[src/rtl/oneshot_pkg.sv]
package oneshot_pkg;

    localparam int DEF_CNT_W = 16;

    // Sampled levels of the three control inputs.
    typedef struct packed {
        logic arm_an;
        logic arm_b;
        logic kill_n;
    } ctl_pins_t;

    typedef enum logic [1:0] {
        SRC_NONE     = 2'd0,
        SRC_B_RISE   = 2'd1,
        SRC_A_FALL   = 2'd2,
        SRC_CLR_RISE = 2'd3
    } trig_src_e;

    typedef struct packed {
        logic      fire;
        trig_src_e src;
    } trig_t;

    // Decide whether the current sample, compared with the previous one,
    // holds a qualifying trigger. Only one source is reported per cycle.
    function automatic trig_t classify(input ctl_pins_t cur, input ctl_pins_t prv);
        trig_t t;
        t.src = SRC_NONE;
        if (cur.kill_n) begin
            if (cur.arm_b && !prv.arm_b && !cur.arm_an)
                t.src = SRC_B_RISE;
            else if (!cur.arm_an && prv.arm_an && cur.arm_b)
                t.src = SRC_A_FALL;
            else if (!prv.kill_n && !cur.arm_an && cur.arm_b)
                t.src = SRC_CLR_RISE;
        end
        t.fire = (t.src != SRC_NONE);
        return t;
    endfunction

endpackage

[src/rtl/oneshot_edge.sv]
module oneshot_edge
    import oneshot_pkg::*;
(
    input  logic      clk,
    input  ctl_pins_t pins,
    output trig_t     trig
);
    ctl_pins_t prev_q;

    // The register follows the inputs in every cycle, reset included, so the
    // first cycle after reset release sees no edge on steady levels.
    always_ff @(posedge clk) begin
        prev_q <= pins;
    end

    always_comb begin
        trig = classify(pins, prev_q);
    end
endmodule

[src/rtl/oneshot_timer.sv]
module oneshot_timer
    import oneshot_pkg::*;
#(
    parameter int CNT_W = DEF_CNT_W
) (
    input  logic             clk,
    input  logic             rst,
    input  logic             kill_n,
    input  trig_t            trig,
    input  logic [CNT_W-1:0] len_cycles,
    output logic             busy
);
    localparam logic [CNT_W-1:0] CNT_ZERO = '0;
    localparam logic [CNT_W-1:0] CNT_ONE  = CNT_W'(1);

    logic [CNT_W-1:0] remain_q;

    always_ff @(posedge clk) begin
        if (rst)
            remain_q <= CNT_ZERO;
        else if (!kill_n)
            remain_q <= CNT_ZERO;
        else if (trig.fire)
            remain_q <= len_cycles;
        else if (remain_q != CNT_ZERO)
            remain_q <= remain_q - CNT_ONE;
    end

    assign busy = (remain_q != CNT_ZERO);
endmodule

[src/rtl/oneshot_out.sv]
module oneshot_out (
    input  logic busy,
    input  logic kill_n,
    output logic pulse_q,
    output logic pulse_qn
);
    // The clear gates the output directly, so the pulse ends in the cycle
    // the clear falls rather than one edge later.
    always_comb begin
        pulse_q  = busy & kill_n;
        pulse_qn = ~pulse_q;
    end
endmodule

[src/rtl/oneshot_gen.sv]
module oneshot_gen
    import oneshot_pkg::*;
#(
    parameter int CNT_W = DEF_CNT_W
) (
    input  logic             clk,
    input  logic             rst,
    input  logic             arm_an,
    input  logic             arm_b,
    input  logic             kill_n,
    input  logic [CNT_W-1:0] len_cycles,
    output logic             pulse_q,
    output logic             pulse_qn
);
    ctl_pins_t pins;
    trig_t     trig;
    logic      busy;

    always_comb begin
        pins.arm_an = arm_an;
        pins.arm_b  = arm_b;
        pins.kill_n = kill_n;
    end

    oneshot_edge u_edge (
        .clk  (clk),
        .pins (pins),
        .trig (trig)
    );

    oneshot_timer #(.CNT_W(CNT_W)) u_timer (
        .clk        (clk),
        .rst        (rst),
        .kill_n     (kill_n),
        .trig       (trig),
        .len_cycles (len_cycles),
        .busy       (busy)
    );

    oneshot_out u_out (
        .busy     (busy),
        .kill_n   (kill_n),
        .pulse_q  (pulse_q),
        .pulse_qn (pulse_qn)
    );
endmodule

[config.mk]
export PLATFORM = sky130hd
export DESIGN_NAME = oneshot_gen
export DESIGN_NICKNAME = d
export VERILOG_FILES = /design/src/rtl/oneshot_pkg.sv /design/src/rtl/oneshot_edge.sv /design/src/rtl/oneshot_timer.sv /design/src/rtl/oneshot_out.sv /design/src/rtl/oneshot_gen.sv
export SDC_FILE = /design/constraint.sdc
export NUM_CORES = 1
export LEC_CHECK = 0
export BUFFER_PORTS_ARGS = -buffer_cell sky130_fd_sc_hd__buf_2
export CORE_MARGIN = 4
export CORE_UTILIZATION = 29
export DETAILED_ROUTE_END_ITERATION = 8
export SYNTH_ARGS = -nofsm -noshare
export SYNTH_HDL_FRONTEND = slang
export SYNTH_SLANG_ARGS = --single-unit
[constraint.sdc]
create_clock -name clk -period 2 [get_ports clk]
set_input_delay 0.3 -clock clk [delete_from_list [all_inputs] [get_ports clk]]
set_output_delay 0.3 -clock clk [all_outputs]
set_load 0.01 [all_outputs]
## Word-level counts from Yosys, hierarchy flattened

Index checks and enable logic that the tools add are counted.

- ROM bits: 0
- Bits in latches: 0
- Word-level logic and storage cells: 27
- RAM bits: 0
- Output and inout port bits: 2
- Bits of input ports: 21
- Register bits after elaboration: 19
- Memories kept: 0

- Bitwise logic cells: 3
- Add/sub/neg operators: 1
- Order comparisons: 0
- Equality and inequality tests: 0
- Divide/modulo/power cells: 0
- Shifts and indexed selects: 0
- Reductions and logical operators: 13
- Multipliers: 0
- Multiplexer cells: 6

Operator list:

| cell | count |
|---|---|
| $mux W16 | 2 |
| $reduce_bool A16 Y1 | 1 |
| $sub A16 B1 Y16 const B | 1 |
| $mux W2 | 4 |
| $logic_and A1 B1 Y1 | 6 |
| $reduce_bool A2 Y1 | 2 |
| $logic_not A1 Y1 | 3 |
| $not A1 Y1 | 2 |
| $reduce_or A2 Y1 | 1 |
| $and A1 B1 Y1 | 1 |

## Logic depth before layout (Yosys ltp)

Gate-level depths: netlist of run 1.

- Depth after elaboration: 9
- Mapped depth: 7
- Depth with buffers taken out: 7

## By module

Synthesis of run 1 repeated with hierarchy kept, for this count alone.

- Cell total of the unflattened synthesis: 115
- Area total of the unflattened synthesis: 1021.0 um^2

Modules (own cells, without submodules):

| module | area an instance (um^2) | times used | seq. area each (um^2) | cells an instance |
|---|---|---|---|---|
| oneshot_timer | 888.4 | 1 | 320.3 | 104 |
| oneshot_edge | 122.6 | 1 | 60.1 | 9 |
| oneshot_out | 10.0 | 1 | 0.0 | 2 |

## Worst setup path before layout of run 1

No wires, ideal clock.

- Path type: reg2reg
- Start point: register u_timer.remain_q[0]
- End point: register u_timer.remain_q[12]
- Arrival: 1610 ps
- Buffers on the path: 0
- Clock period less this slack: 1727 ps
- Slack: 273 ps
- Library setup time: 117 ps
- Cell stages (with the launch flop): 8
- Data required time: 1883 ps
- Cells stage by stage: dfxtp_1 > inv_1 > ha_1 > and2b_2 > nand4b_1 > or3_1 > xnor2_1 > a32o_1

- Cells in the longest elaborated chain, start to end: 3
- Elaborated cells on any way between the ends: 5
- Classes of those cells: add/sub: 1; mux: 2; reduce/logical: 2

RTL lines:

| element | RTL line | RTL |
|---|---|---|
| start: declaration | oneshot_timer.sv:16 | `logic [CNT_W-1:0] remain_q;` |
| start signal: assignment | oneshot_timer.sv:24 | `remain_q <= len_cycles;` |
| start signal: assignment | oneshot_timer.sv:26 | `remain_q <= remain_q - CNT_ONE;` |
| $sub A16 B1 Y16 | oneshot_timer.sv:26 |  |
| $mux W16 | oneshot_timer.sv:25 | `else if (remain_q != CNT_ZERO)` |
| $mux W16 | oneshot_timer.sv:23 | `else if (trig.fire)` |

Parallel ways exist; a longest one is shown, timed or not. The select of a mux whose other input is x is not followed.
A chain may end at the register's enable or synchronous reset.

## Worst setup path in the final report of run 1

- Start point: register u_timer.remain_q[1]
- End point: output port pulse_q

- Cells in the longest elaborated chain, start to end: 2

RTL lines:

| element | RTL line | RTL |
|---|---|---|
| $reduce_bool A16 Y1 | oneshot_timer.sv:29 | `assign busy = (remain_q != CNT_ZERO);` |
| $and A1 B1 Y1 | oneshot_out.sv:10 | `pulse_q = busy & kill_n;` |
| end: declaration | oneshot_gen.sv:12 | `output logic pulse_q,` |

Every way passes these cells.

==> impl_summary.txt, run 1 <==
----------------------------------------------------
[Worst setup path]
  Buffers & Inverters on Critical Path ... 3
  Cell with the biggest individual delay on the critical path ... sky130_fd_sc_hd__dfxtp_2
  Cell mode on critical path ... sky130_fd_sc_hd__inv_1
  Worst path required time ... 1.70 ns
  Critical path's top delay family ... simple AND/OR/NAND/NOR gates
  Critical path data arrival time ... 1.58 ns
  Kind of launch point of the worst setup path ... register
  Kind of critical path ... reg -> out
  Top fanout value on the critical path ... 4
  Sequence of cells on the critical path ... inv_1 > ha_4 > nor4b_4 > nand4_1 > nand2_1 > inv_1 > buf_2
  Max stage delay on crit path ... 0.35 ns
  Worst Setup End Kind ... output port

[Synth]
  Primary FF master, synth ... sky130_fd_sc_hd__dfxtp_1
  Synth Register Bits ... 19
  Net count of the mapped netlist ... 141
  EDFF count, synth ... 0
  Post-Synthesis Mean Instance Area ... 8.82 µm²
  Warnings, synthesis ... 0
  Sequential fraction of the synthesis area ... 36.2%
  Synth unique cells ... 37
  Count of mapped cells out of synthesis ... 119
  Post-synthesis async set-or-reset flop share ... 0%
  Cell area after synthesis ... 0.00105 mm²

[Detailed routing]
  TritonRoute pass-1 iters ... 4
  Starting DRC count in detailed routing ... 18
  Count of unresolved DRC violations after routing ... 0
  Vias ... 1017
  Via density per instance ... 5.06
  Routed length per placed instance ... 13.7 µm
  Routed Antenna Nets ... 0
  Total routed wirelength ... 2750 µm

[GRT]
  Pin count of the biggest net entering global routing ... 17
  Overall fraction of global-route tracks in use ... 13.0%
  Number of global-route vias before repair ... 1019
  First-pass GRT wire length ... 4600 µm
  Initial antenna violation count ... 0
  Residual overflow from global routing ... 0

[Timing]
  Final setup TNS ... 0 ns
  Endpoints failing setup ... 0
  Worst hold margin ... 0.112 ns
  Slew Limit Fails ... 0
  Max_slew headroom ... 66.9%
  Share of the clock period used by the worst path ... 93.9%
  Pin slew with the least headroom to its limit ... 0.497 ns
  Hold Vio Cnt, Final ... 0
  Top achievable clock speed ... 532 MHz
  Minimum clock period after layout ... 1.88 ns
  Worst Clk Skew ... 0.00476 ns

[Floorplan]
  Die height ... 68.2 µm
  Number of top-level pins ... 23
  DIE AREA ... 0.00465 mm²
  Starting Density ... 30.7%
  Die Wd ... 68.2 µm
  Area of the core region ... 0.00342 mm²
  Site Rows ... 21

[Clock tree]
  Cts hold-fix bufs ... 0
  H-tree level count ... 1
  Clock tree from TritonCTS ... yes
  Clk slew on worst S/H paths ... 0.11 ns
  Total number of clock tree sinks ... 19
  Clk buf depth ... 2
  Clock Tree Root ... sky130_fd_sc_hd__clkbuf_4
  Number of buffers inserted during clock tree synthesis ... 3
  Clock latency of the later-clocked register in the worst-skew pair ... 0.29 ns

[Finish]
  Share of post-route cells with drive strength above 1 ... 34.8%
  Footprint of the flip-flops and latches ... 382 µm²
  Leading cell types in the layout, fill and taps excluded ... 22 x sky130_fd_sc_hd__buf_2, 18 x sky130_fd_sc_hd__dfxtp_1, 13 x sky130_fd_sc_hd__buf_4
  Number of nets in the layout ... 178
  Fin cells ... 201
  Relative area change from synthesis to final layout ... 30.0%
  Number of fill cells ... 377
  Footprint of the multi-input gates ... 681 µm²
  Leading cell type in the layout, fill and taps excluded ... sky130_fd_sc_hd__buf_2
  Number of antenna cells inserted ... 0

[Placed design]
  Number of port buffers ... 22
  GPL Wtd Cong ... 0.759
  HPWL after detailed placement ... 2000 µm
  Cell Count Post-Placement ... 192

[Run status]
  Status ... finished, final reports clean

[Hold path]
  Hold crit path type ... in -> reg

[Run]
  # Max-Cap Violations ... 0

----------------------------------------------------
final cells by class:
cell class | count | area share [%]
repair buffers | 35 | 15.2
clock buffers | 4 | 1.92
multi-input cells | 94 | 49.9
well taps | 46 | 4.22
flip-flops and latches | 19 | 28.0
inverters | 3 | 0.825
logic make-up (layout without fill, tap and decap cells):
kind of cell               Yosys count  in the layout  share of synthesized area (%)
AOI/OAI and AO/OA                   35             35                           23.0
DFF                                 19             19                           36.2
buffers and inverters                6             42                           2.15
adders and majority gates            1              1                           1.19
xor gates and xnor gates             9              9                           7.51
and+or+nand+nor                     49             49                           29.9
metrics by stage:
step | util [%] | setup slack, ns | instance area [µm²]
finish | 40.0 | 0.122 | 1370
global route | 40.0 | -0.00215 | 1370
CTS | 38.5 | 0.00814 | 1320
detailed placement | 37.1 | 0.186 | 1270
global placement | 37.1 | 0.208 | 1270
floorplan | - | 0.273 | 1050
sequential cells by signal, indices dropped and copies added (netlist names):
| name | cells |
|---|---|
| u_edge.prev_q | 3 |
| u_timer.remain_q | 16 |
cell usage after synthesis (2+ instances only):
master / n / area share (%)
sky130_fd_sc_hd__nor3_1: 5 / 2.4
sky130_fd_sc_hd__and3_1: 2 / 1.2
sky130_fd_sc_hd__dfxtp_1: 19 / 36
sky130_fd_sc_hd__a211oi_1: 2 / 1.4
sky130_fd_sc_hd__o21ai_0: 10 / 4.8
sky130_fd_sc_hd__nand3_1: 3 / 1.4
sky130_fd_sc_hd__nor3_4: 2 / 3.1
sky130_fd_sc_hd__a31oi_1: 2 / 1.2
sky130_fd_sc_hd__clkbuf_1: 3 / 1.1
sky130_fd_sc_hd__nor2_1: 4 / 1.4
sky130_fd_sc_hd__nor4_1: 3 / 1.8
sky130_fd_sc_hd__a32o_1: 3 / 2.9
sky130_fd_sc_hd__xnor2_1: 5 / 4.2
sky130_fd_sc_hd__or3_1: 3 / 1.8
sky130_fd_sc_hd__nand2_1: 10 / 3.6
sky130_fd_sc_hd__nand2b_1: 2 / 1.2
sky130_fd_sc_hd__nand3b_1: 2 / 1.4
sky130_fd_sc_hd__inv_1: 3 / 1.1
sky130_fd_sc_hd__nor2b_1: 2 / 1.2
sky130_fd_sc_hd__xor2_1: 4 / 3.3
sky130_fd_sc_hd__a21oi_1: 12 / 5.7
sky130_fd_sc_hd__nand4_1: 3 / 1.8
final timing paths:
check                            from             endpoint  slack, ns  depth (start not counted)
hold / removal                  arm_b     u_edge.prev_q[1]       0.11                          1
hold reg to reg   u_timer.remain_q[8]  u_timer.remain_q[8]       0.56                          2
setup reg to reg  u_timer.remain_q[1]  u_timer.remain_q[0]       0.17                         10
setup / recovery  u_timer.remain_q[1]              pulse_q       0.12                          7
layer usage:
layer	wire [µm]	track usage [%]	vias up
met4	20	5.71	0
li1	-	-	521
met5	0	0	-
met1	1200	15.6	457
met2	1310	20.9	33
met3	215	4.43	6
timing repair:
action                                  in CTS  in global routing
endpoints found under the setup margin       2                  3
resized for setup                            2                  5
hold endpoints to repair                     0                  0
buffers inserted                             1                  4
pin swaps                                    1                  4
worst register-to-register path, stage by stage (launching register included):
cell and delay [ns]:
sky130_fd_sc_hd__dfxtp_2 0.35, sky130_fd_sc_hd__inv_1 0.09, sky130_fd_sc_hd__ha_4 0.16, sky130_fd_sc_hd__nor4b_4 0.21, sky130_fd_sc_hd__nand4_1 0.18, sky130_fd_sc_hd__buf_4 0.19
sky130_fd_sc_hd__buf_4 0.13, sky130_fd_sc_hd__buf_4 0.14, sky130_fd_sc_hd__xnor2_1 0.13, sky130_fd_sc_hd__nand2_1 0.06, sky130_fd_sc_hd__a21oi_1 0.13
Power of run 1 is left out: the tool's default activity adds up to more than one toggle a clock period on the data nets, which glitch-free logic cannot reach.
==> run 2: changes to the inputs <==
- RECOVER_POWER: not set -> 25
==> run 2 against run 1 <==
Compared with the run above:
- maximum frequency shrank 0.76%
- highest routed layer unchanged
- critical endpoint unchanged
- cell count is the same
- via count grew 0.88%
- clock-buffer cell count is the same
- utilization shrank 0.29 points
- non-clock buffer count is the same
- register-to-register slack lost 0.03 ns
==> impl_summary.txt, run 2 (synthesis results as in run 1) <==
----------------------------------------------------
[Timing]
  Pin slew with the least headroom to its limit ... 0.489 ns
  Worst hold margin ... 0.114 ns
  Share of the clock period used by the worst path ... 94.6%
  Hold Vio Cnt, Final ... 0
  Worst Clk Skew ... 0.00315 ns
  Max_slew headroom ... 67.4%
  Endpoints failing setup ... 0
  Minimum clock period after layout ... 1.89 ns
  Top achievable clock speed ... 528 MHz
  Slew Limit Fails ... 0
  Final setup TNS ... 0 ns

[Worst setup path]
  Kind of launch point of the worst setup path ... register
  Worst path required time ... 1.70 ns
  Critical path data arrival time ... 1.59 ns
  Worst Setup End Kind ... output port
  Count of cells along the worst register-to-register path ... 5
  Top fanout value on the critical path ... 4
  Kind of critical path ... reg -> out

[Clock tree]
  Clock Tree Root ... sky130_fd_sc_hd__clkbuf_4
  Clk slew on worst S/H paths ... 0.11 ns
  Clock tree from TritonCTS ... yes
  H-tree level count ... 1
  Clk buf depth ... 2
  Number of buffers inserted during clock tree synthesis ... 3
  Total number of clock tree sinks ... 19
  Clock latency of the later-clocked register in the worst-skew pair ... 0.29 ns

[Detailed routing]
  Routed Antenna Nets ... 0
  Count of unresolved DRC violations after routing ... 0
  Vias ... 1026
  Routed length per placed instance ... 13.7 µm
  Starting DRC count in detailed routing ... 21
  TritonRoute pass-1 iters ... 4
  Via density per instance ... 5.10
  Total routed wirelength ... 2760 µm

[GRT]
  Pin count of the biggest net entering global routing ... 17
  First-pass GRT wire length ... 4600 µm
  Number of global-route vias before repair ... 1019
  Initial antenna violation count ... 0
  Residual overflow from global routing ... 0
  Overall fraction of global-route tracks in use ... 13.0%

[Finish]
  Relative area change from synthesis to final layout ... 29.1%
  Largest registers ... u_timer.remain_q (16), u_edge.prev_q (3)
  Max reg flops ... 16
  Largest reg by FF count ... u_timer.remain_q
  Share of post-route cells with drive strength above 1 ... 32.9%
  Leading cell types in the layout, fill and taps excluded ... 19 x sky130_fd_sc_hd__buf_2, 18 x sky130_fd_sc_hd__dfxtp_1, 13 x sky130_fd_sc_hd__buf_4
  Leading cell type in the layout, fill and taps excluded ... sky130_fd_sc_hd__buf_2
  Number of antenna cells inserted ... 0
  Number of fill cells ... 380
  Number of nets in the layout ... 178

[Floorplan]
  Starting Density ... 30.7%
  Die height ... 68.2 µm
  Site Rows ... 21
  DIE AREA ... 0.00465 mm²
  Area of the core region ... 0.00342 mm²
  Die Wd ... 68.2 µm
  Number of top-level pins ... 23

[Run]
  # Max-Cap Violations ... 0

[Placed design]
  HPWL after detailed placement ... 2000 µm
  Number of port buffers ... 22
  GPL Wtd Cong ... 0.759

[Hold path]
  Count of cells along the worst hold path ... 1
  Hold crit path type ... in -> reg

[Run status]
  Status ... finished, final reports clean

----------------------------------------------------
-- run 2: metal layers --
metal  vias to the layer above  share of wire [%]  global-route usage, %
li1                        524                  -                      -
met1                       463                 45                   15.6
met2                        33                 47                   20.9
met3                         6                7.5                   4.43
met4                         0                1.1                   5.71
met5                         -                  0                      0
-- run 2: worst paths after layout --
path	slack (ns)	start	end
max	0.11	u_timer.remain_q[1]	pulse_q
min	0.11	arm_b	u_edge.prev_q[1]
max reg2reg	0.14	u_timer.remain_q[11]	u_timer.remain_q[9]
min reg2reg	0.56	u_timer.remain_q[8]	u_timer.remain_q[8]
-- run 2: final cells by class --
class | instances | area (µm²) | area share (%)
timing repair buffer | 35 | 204 | 15.1
sequential | 19 | 382 | 28.2
clock buffer | 4 | 26.3 | 1.94
tap | 46 | 57.6 | 4.25
inverter | 3 | 11.3 | 0.831
multi-input combinational | 94 | 674 | 49.8
-- run 2: what timing repair did --
action | in CTS | in global routing
hold buffers | 0 | 0
pin swaps | 1 | 4
endpoints found under the setup margin | 2 | 3
gates resized for setup | 2 | 5
cloned | 0 | 0
setup buffers | 1 | 4
-- run 2: metrics by stage --
| stage | setup slack [ns] | util, % | cells | cell area (µm²) |
|---|---|---|---|---|
| finish | 0.108 | 39.7 | 201 | 1360 |
| global route | -0.00215 | 39.7 | 201 | 1360 |
| CTS | 0.00814 | 38.5 | 197 | 1320 |
| detailed placement | 0.186 | 37.1 | 192 | 1270 |
| global placement | 0.208 | 37.1 | 192 | 1270 |
| floorplan | 0.273 | - | 119 | 1050 |
-- run 2: worst max-delay path, cell delays in order, from the launching register on --
cell and delay, ns:
sky130_fd_sc_hd__dfxtp_2 0.35, sky130_fd_sc_hd__inv_1 0.09, sky130_fd_sc_hd__ha_4 0.16, sky130_fd_sc_hd__nor4b_4 0.23, sky130_fd_sc_hd__nand4_1 0.19, sky130_fd_sc_hd__nand2_1 0.12
sky130_fd_sc_hd__inv_1 0.04, sky130_fd_sc_hd__buf_2 0.13
Power of run 2 is left out for the same reason.
